<file path="config.mk">
export PLATFORM = sky130hd
export DESIGN_NAME = shiftAddMul
export DESIGN_NICKNAME = d
export VERILOG_FILES = /design/src/rtl/mulPkg.sv /design/src/rtl/mulCtrl.sv /design/src/rtl/mulDatapath.sv /design/src/rtl/shiftAddMul.sv
export SDC_FILE = /design/constraint.sdc
export NUM_CORES = 1
export LEC_CHECK = 0
export ABC_AREA = 1
export CORE_ASPECT_RATIO = 1.1
export CORE_MARGIN = 5
export CORE_UTILIZATION = 54
export DETAILED_ROUTE_END_ITERATION = 10
export HOLD_SLACK_MARGIN = 0.1
export PLACE_DENSITY = 0.79
export SLEW_MARGIN = 10
export SYNTH_ARGS = -nofsm -noshare
export SYNTH_HDL_FRONTEND = slang
export SYNTH_SLANG_ARGS = --single-unit
</file>
<file path="constraint.sdc">
create_clock -name clk -period 2.79 [get_ports clk]
set_input_delay 0.837 -clock clk [delete_from_list [all_inputs] [get_ports clk]]
set_output_delay 0.837 -clock clk [all_outputs]
set_load 0.02 [all_outputs]
</file>
<file path="src/rtl/mulPkg.sv">
package mulPkg;
  typedef enum logic {
    MUL_IDLE = 1'b0,
    MUL_RUN  = 1'b1
  } mulState_t;

  typedef struct packed {
    logic load;
    logic step;
  } mulStrobes_t;
endpackage

</file>
<file path="src/rtl/mulCtrl.sv">
module mulCtrl
  import mulPkg::*;
(
  input  logic        clk,
  input  logic        rstN,
  input  logic        start,
  input  logic        mplierZero,
  output mulStrobes_t strobes,
  output logic        busy,
  output logic        done
);
  mulState_t state;

  always_ff @(posedge clk or negedge rstN) begin
    if (!rstN) begin
      state <= MUL_IDLE;
    end else begin
      case (state)
        MUL_IDLE: if (start) state <= MUL_RUN;
        MUL_RUN:  if (mplierZero) state <= MUL_IDLE;
        default:  state <= MUL_IDLE;
      endcase
    end
  end

  always_comb begin
    strobes.load = (state == MUL_IDLE) && start;
    strobes.step = (state == MUL_RUN) && !mplierZero;
    busy         = (state == MUL_RUN);
    done         = (state == MUL_RUN) && mplierZero;
  end

  // completion is a single-cycle pulse
  p_done_pulse_r7: assert property (@(posedge clk) disable iff (!rstN)
    done |=> !done);
  // busy drops right after done
  p_done_ends_busy_r7: assert property (@(posedge clk) disable iff (!rstN)
    done |=> !busy);
  // an accepted start raises busy
  p_start_busy_r2: assert property (@(posedge clk) disable iff (!rstN)
    (!busy && start) |=> busy);
endmodule

</file>
<file path="src/rtl/mulDatapath.sv">
module mulDatapath
  import mulPkg::*;
#(
  parameter int WIDTH     = 8,
  parameter bit SPLIT_ACC = 1'b1
) (
  input  logic               clk,
  input  logic               rstN,
  input  mulStrobes_t        strobes,
  input  logic [WIDTH-1:0]   multiplicandIn,
  input  logic [WIDTH-1:0]   multiplierIn,
  output logic               mplierZero,
  output logic [2*WIDTH-1:0] product
);
  localparam int PW = 2 * WIDTH;
  localparam int HW = PW / 2;

  logic [PW-1:0]    mcand;
  logic [WIDTH-1:0] mplier;
  logic [PW-1:0]    acc;
  logic [PW-1:0]    accSum;

  generate
    if (SPLIT_ACC) begin : g_split
      logic [HW:0]   lowSum;
      logic [HW-1:0] highSum;
      always_comb begin
        lowSum  = {1'b0, acc[HW-1:0]} + {1'b0, mcand[HW-1:0]};
        highSum = acc[PW-1:HW] + mcand[PW-1:HW] + {{(HW-1){1'b0}}, lowSum[HW]};
        accSum  = {highSum, lowSum[HW-1:0]};
      end
    end else begin : g_flat
      always_comb accSum = acc + mcand;
    end
  endgenerate

  always_ff @(posedge clk or negedge rstN) begin
    if (!rstN) begin
      mcand  <= '0;
      mplier <= '0;
      acc    <= '0;
    end else if (strobes.load) begin
      acc    <= '0;
      mcand  <= {{WIDTH{1'b0}}, multiplicandIn};
      mplier <= multiplierIn;
    end else if (strobes.step) begin
      if (mplier[0]) acc <= accSum;
      mcand  <= mcand << 1;
      mplier <= mplier >> 1;
    end
  end

  assign mplierZero = (mplier == '0);
  assign product    = acc;

  // partial products never wrap the accumulator
  p_acc_grows_r3: assert property (@(posedge clk) disable iff (!rstN)
    strobes.step |=> acc >= $past(acc));
  // each step consumes one multiplier bit
  p_mplier_shrinks_r4: assert property (@(posedge clk) disable iff (!rstN)
    strobes.step |=> mplier < $past(mplier));
endmodule

</file>
<file path="src/rtl/shiftAddMul.sv">
module shiftAddMul
  import mulPkg::*;
#(
  parameter int WIDTH     = 8,
  parameter bit SPLIT_ACC = 1'b1
) (
  input  logic               clk,
  input  logic               rstN,
  input  logic               start,
  input  logic [WIDTH-1:0]   multiplicandIn,
  input  logic [WIDTH-1:0]   multiplierIn,
  output logic               busy,
  output logic               done,
  output logic [2*WIDTH-1:0] product
);
  mulStrobes_t strobes;
  logic        mplierZero;

  mulCtrl u_ctrl (
    .clk        (clk),
    .rstN       (rstN),
    .start      (start),
    .mplierZero (mplierZero),
    .strobes    (strobes),
    .busy       (busy),
    .done       (done)
  );

  mulDatapath #(.WIDTH(WIDTH), .SPLIT_ACC(SPLIT_ACC)) u_dp (
    .clk            (clk),
    .rstN           (rstN),
    .strobes        (strobes),
    .multiplicandIn (multiplicandIn),
    .multiplierIn   (multiplierIn),
    .mplierZero     (mplierZero),
    .product        (product)
  );

  // zero multiplier finishes at once with a zero product
  p_zero_fast_r5: assert property (@(posedge clk) disable iff (!rstN)
    (!busy && start && multiplierIn == '0) |=> (done && product == '0));
  // idle result holds
  p_product_hold_r8: assert property (@(posedge clk) disable iff (!rstN)
    (!busy && !start) |=> $stable(product));
  // a start during a run does not disturb it
  p_ignore_start_r6: assert property (@(posedge clk) disable iff (!rstN)
    (busy && !done && start) |=> busy);
endmodule

</file>
# Yosys cells after proc, flatten, opt, wreduce, memory -nomap -nowiden

Cells that the tools add are included.

Add/sub/neg operators: 3
Muxes and demuxes: 10
Bitwise logic cells: 1
Reduce and logical (&&, ||, !) cells: 8

Operators by type and width:

| operator                        | count |
|---|---|
| 2-to-1 mux 16 bit               | 5 |
| 2-to-1 mux 8 bit                | 2 |
| adder 8 x 8 -> 9 bit            | 1 |
| adder 8 x 1 -> 8 bit            | 1 |
| adder 8 bit                     | 1 |
| logical NOT 8 bit               | 1 |
| nonzero test 2 bit              | 2 |
| logical AND 1 bit               | 3 |
| 2-to-1 mux 1 bit                | 2 |
| case mux 1 bit (2 select lines) | 1 |
| AND reduction 2 bit             | 1 |
| logical NOT 1 bit               | 1 |
| NOT 1 bit                       | 1 |

Register bits after elaboration: 41
Input bits: 19
Output and inout port bits: 18

# Depth between registers and ports, before layout

Gate-level depths: netlist of the first run.

Depth after elaboration: 5
Gate-level depth with buffers: 17

# Modules after synthesis

A second synthesis of the first run with hierarchy kept.

Cells, all modules: 294
Area, all modules: 2464.9 um2

Modules (own cells, without submodules):

| module      | times used | cells each | area an instance (um2) | seq. area each (um2) |
|---|---|---|---|---|
| mulDatapath | 1          | 284        | 2403.6                 | 1001.0 |
| mulCtrl     | 1          | 10         | 61.3                   | 25.0 |

# Worst setup path before layout of the first run

OpenSTA, ideal clock, no wires.

Path kind: register -> register
Start: reg u_dp.acc[0], in the netlist u_dp.product[0]
End: reg u_dp.acc[14], in the netlist u_dp.product[14]
Setup time: 0.117 ns
Data arrival time: 2.593 ns
Data required time: 2.673 ns
Slack: 0.079 ns
Stages on the path, launching flop included: 18
Period minus slack after synthesis: 2.711 ns
Path through: dfrtp_1 ha_1 inv_1 fa_1 inv_1 nand3_1 nand2_1 a21oi_1 fa_1 fa_1 inv_1 nand2_1 nand2_1 nand3_1 nand2_1 nand2_1 nand3_1 nand2_1

Word-level cells in the longest chain between the ends: 5

Ends and longest elaborated chain:

| what                   | RTL line          | source |
|---|---|---|
| start, declared        | mulDatapath.sv:20 | `logic [PW-1:0] acc;` |
| start signal, assigned | mulDatapath.sv:47 | `if (mplier[0]) acc <= accSum;` |
| adder 8 x 8 -> 9 bit   | mulDatapath.sv:28 | `lowSum = {1'b0, acc[HW-1:0]} + {1'b0, mcand[HW-1:0]};` |
| adder 8 x 1 -> 8 bit   | mulDatapath.sv:29 | `highSum = acc[PW-1:HW] + mcand[PW-1:HW] + {{(HW-1){1'b0}}, lowSum[HW]};` |
| 2-to-1 mux 16 bit      | mulDatapath.sv:47 |  |
| 2-to-1 mux 16 bit      | mulDatapath.sv:46 | `end else if (strobes.step) begin` |
| 2-to-1 mux 16 bit      | mulDatapath.sv:42 | `end else if (strobes.load) begin` |

Every way passes these cells. The select of a mux whose other input is x is not followed.
A chain may end at the register's enable or synchronous reset.

# Worst setup path in the final report of the first run

Same ends and word-level chain as after synthesis.

==> results of run 1 <==
## Yosys cell counts
cell        n  area share, %
nand3_1    58             11
nor3_1      1           0.20
a21oi_1     7            1.4
clkbuf_1    1           0.15
or2_2       5            1.2
nor2_8      1           0.79
fa_1        3            2.4
ha_1       14            6.9
buf_2       5           0.98
xor2_1      3            1.0
nand3_2    10            3.9
nand3b_1    3           0.88
buf_4       1           0.29
dfrtp_1    41             40
nand2_2     2           0.49
nand4_1     1           0.25
inv_1      33            4.9
o21ai_0     1           0.20
xnor2_1     2           0.69
buf_6       2           0.88
buf_8       1           0.59
nor3_4      1           0.64
inv_2       1           0.15
nand2_4     1           0.44
nand2_1   105             15
nor2_1     11            1.6
o21ai_1     7            1.4
nor2_4      1           0.44
inv_4       1           0.25
## sequential cells by signal, summed over array words and instances, names as in the netlist
register / flops
u_ctrl.busy: 1
u_dp.mcand: 16
u_dp.mplier: 8
u_dp.product: 16
## stage by stage
step                      std cells  total power, W  TNS [ns]
after CTS                       415         0.00351         0
after detailed placement        407         0.00306         0
after global placement          407         0.00300         0
after global routing            419         0.00385   -0.0929
after floorplan                 323         0.00256         0
final                           419         0.00353         0
## power groups by stage
stage / Sequential, W / Clock, W / Combinational (W)
final: 0.00108 / 0.000431 / 0.00202
after global routing: 0.00111 / 0.000465 / 0.00228
after CTS: 0.00108 / 0.000443 / 0.00199
after detailed placement: 0.00108 / 0 / 0.00198
after global placement: 0.00107 / 0 / 0.00193
after floorplan: 0.00114 / 0 / 0.00142
## logic make-up after synthesis
| kind of cell | synth area share [%] |
|---|---|
| flops | 40.2 |
| xor+xnor | 1.72 |
| compound gates | 2.94 |
| simple gates | 37.7 |
| fa+ha+maj | 9.22 |
| buf+inv | 8.14 |
## per-layer routing
layer	global-route usage (%)	share of wire, %
met5	0	0
met2	30.8	48
met1	26.4	47
met4	4.90	1.5
met3	4.04	3.7
## worst paths after layout
| check | from | endpoint | cells after the start |
|---|---|---|---|
| worst max-delay path | u_dp.product[0] | u_dp.product[14] | 17 |
| worst min-delay path | u_dp.mcand[8] | u_dp.mcand[9] | 2 |
| worst max register to register | u_dp.product[0] | u_dp.product[14] | 17 |
| worst min register to register | u_dp.mcand[8] | u_dp.mcand[9] | 2 |
| max in group asynchronous | rstN | u_dp.mcand[11] | 1 |
| min in group asynchronous | rstN | u_dp.product[14] | 1 |
## cell type report
class	instances	share of cell area, %
clock inverter	1	0.163
timing repair buffer	42	13.1
sequential	41	33.3
inverter	35	4.35
clock buffer	7	3.13
tap	56	2.28
multi-input combinational	237	43.6
## what timing repair did
action / CTS / global route
setup buffers: 0 / 4
gates resized for setup: 0 / 10
setup endpoints to repair: 0 / 3
## tightest hold or removal path: cells and delay by family (launching register included)
family             cells  cell delay [ns]
and+or+nand+nor        1             0.05
AOI/OAI and AO/OA      1             0.06
DFF                    1             0.36
==> results.sh, run 1 <==
export IMPL_cts_buffers=5
export IMPL_final_util_pct=66.6
export IMPL_worstPathMaxFanout=3
export IMPL_ys_warn_count=0
export IMPL_critPathBufInv=3
export IMPL_syn_inst=323
export IMPL_diodes=0
export IMPL_wirelength_mm=5.58
export IMPL_grt_pass1_vias=2035
export IMPL_io_pins=37
export IMPL_peakVddDrop_uv=492
export IMPL_fillers=408
export IMPL_min_period_ns=2.62
export IMPL_port_buffers=36
export IMPL_fin_area_sq_um=3080
export IMPL_row_count=26
export IMPL_preCtsSetupSlack_ns=0.0190
export IMPL_power_leakage_nw=1.63
export IMPL_cts_clk_slew_worst_paths_ns=0.08
export IMPL_cp_cell_sequence="ha_4, inv_1, fa_2, inv_2, nand3_1, nand2_2, a21oi_2, fa_2, fa_2, inv_1, nand2_1, nand2_1, nand3_1, nand2_1, nand2_1, nand3_1, nand2_1"
export IMPL_vias=2181
export IMPL_tightest_slew_ns=0.919
export IMPL_drc=0
export IMPL_ant_nets=0
export IMPL_hold_buffers=0
export IMPL_cp_top_family="adder cells"
export IMPL_drtPass1Iterations=4
export IMPL_synth_area_sq_um=2550
export IMPL_hold_class="reg2reg"
export IMPL_max_cap_violations=0
export IMPL_ys_seq_elements=41
export IMPL_max_freq_mhz=382
export IMPL_criticalPathCategory="reg2reg"
export IMPL_synth_cell_type_count=29
export IMPL_grt_max_degree=42
export IMPL_hold_ws_ns=0.507
export IMPL_start_util_pct=55.2
export IMPL_synth_area_per_cell_sq_um=7.89
export IMPL_final_common_cell="nand2_1"
export IMPL_rrSetupSlack_ns=0.17
export IMPL_grt_first_pass_wirelength_mm=9.18
export IMPL_cts_root_buf="clkbuf_8"
export IMPL_clock_skew_final_ns=0.00987
export IMPL_setup_violations=0
export IMPL_dpl_cell_area_sq_um=2920
export IMPL_mostFrequentLayoutCells="nand2_1 (104), nand3_1 (58), dfrtp_1 (41)"
export IMPL_crit_path_top_delay_cell="dfrtp_1"
export IMPL_required_ns=2.99
export IMPL_multi_input_area_sq_um=1340
export IMPL_htree_levels=2
export IMPL_switching_share_pct=46.6
export IMPL_p_int_w=0.00189
export IMPL_worstPathArrival_ns=2.82
export IMPL_die_area_sq_um=6200
export IMPL_cts_tree="yes"
export IMPL_crit_top_cell="nand2_1"
export IMPL_antenna_found_initial=0
export IMPL_clock_sinks=41
export IMPL_gr_total_overflow=0
export IMPL_power_switching_w=0.00165
export IMPL_p_clk_share_pct=12.2
export IMPL_fin_crit_sh_pct=93.9
export IMPL_outcome="completed"
export IMPL_mappedNetlistNets=359
export IMPL_drv_slew=0
export IMPL_seqCellArea_sq_um=1030
export IMPL_end_kind="register"
export IMPL_fp_dieW_microns=75.5
export IMPL_power_per_cell_area_nw_per_um2=1150
export IMPL_syn_to_final_growth_pct=20.7
export IMPL_die_h_microns=82.1
export IMPL_viasPerCell=5.21
export IMPL_ys_seq_area_share_pct=40.2
export IMPL_relSlewSlack_pct=38.8
export IMPL_core_sq_um=4620
export IMPL_final_hold_violation_count=0
export IMPL_clk_latency_ns=0.30
export IMPL_drive_above_1_share_pct=12.4
export IMPL_routabilityCongestion=0.867
export IMPL_pwr_share_seq_pct=30.6
export IMPL_hpwlAfterDp_mm=3.99
export IMPL_clk_path_buf_depth=2
export IMPL_critPathLaunchType="register"
export IMPL_fin_nets=398
export IMPL_worst_slack_ns=0.170
export IMPL_critPathMaxStageDelay_ns=0.42
export IMPL_grt_util_all_layers_pct=19.2
export IMPL_drt_initial_drc_count=182
export IMPL_routedWlPerCell_microns=13.3
export IMPL_comb_power_share_pct=57.2
No activity file was read; power rests on OpenSTA's default activity.
==> run 2, diff against run 1 <==
--- a/config.mk
+++ b/config.mk
@@ -12,6 +12,7 @@
 export DETAILED_ROUTE_END_ITERATION = 10
 export HOLD_SLACK_MARGIN = 0.1
 export PLACE_DENSITY = 0.79
+export SKIP_LAST_GASP = 1
 export SLEW_MARGIN = 10
 export SYNTH_ARGS = -nofsm -noshare
 export SYNTH_HDL_FRONTEND = slang
==> results of run 2 <==
Same layout as run 1: the final DEF is identical, and so are final timing and power.
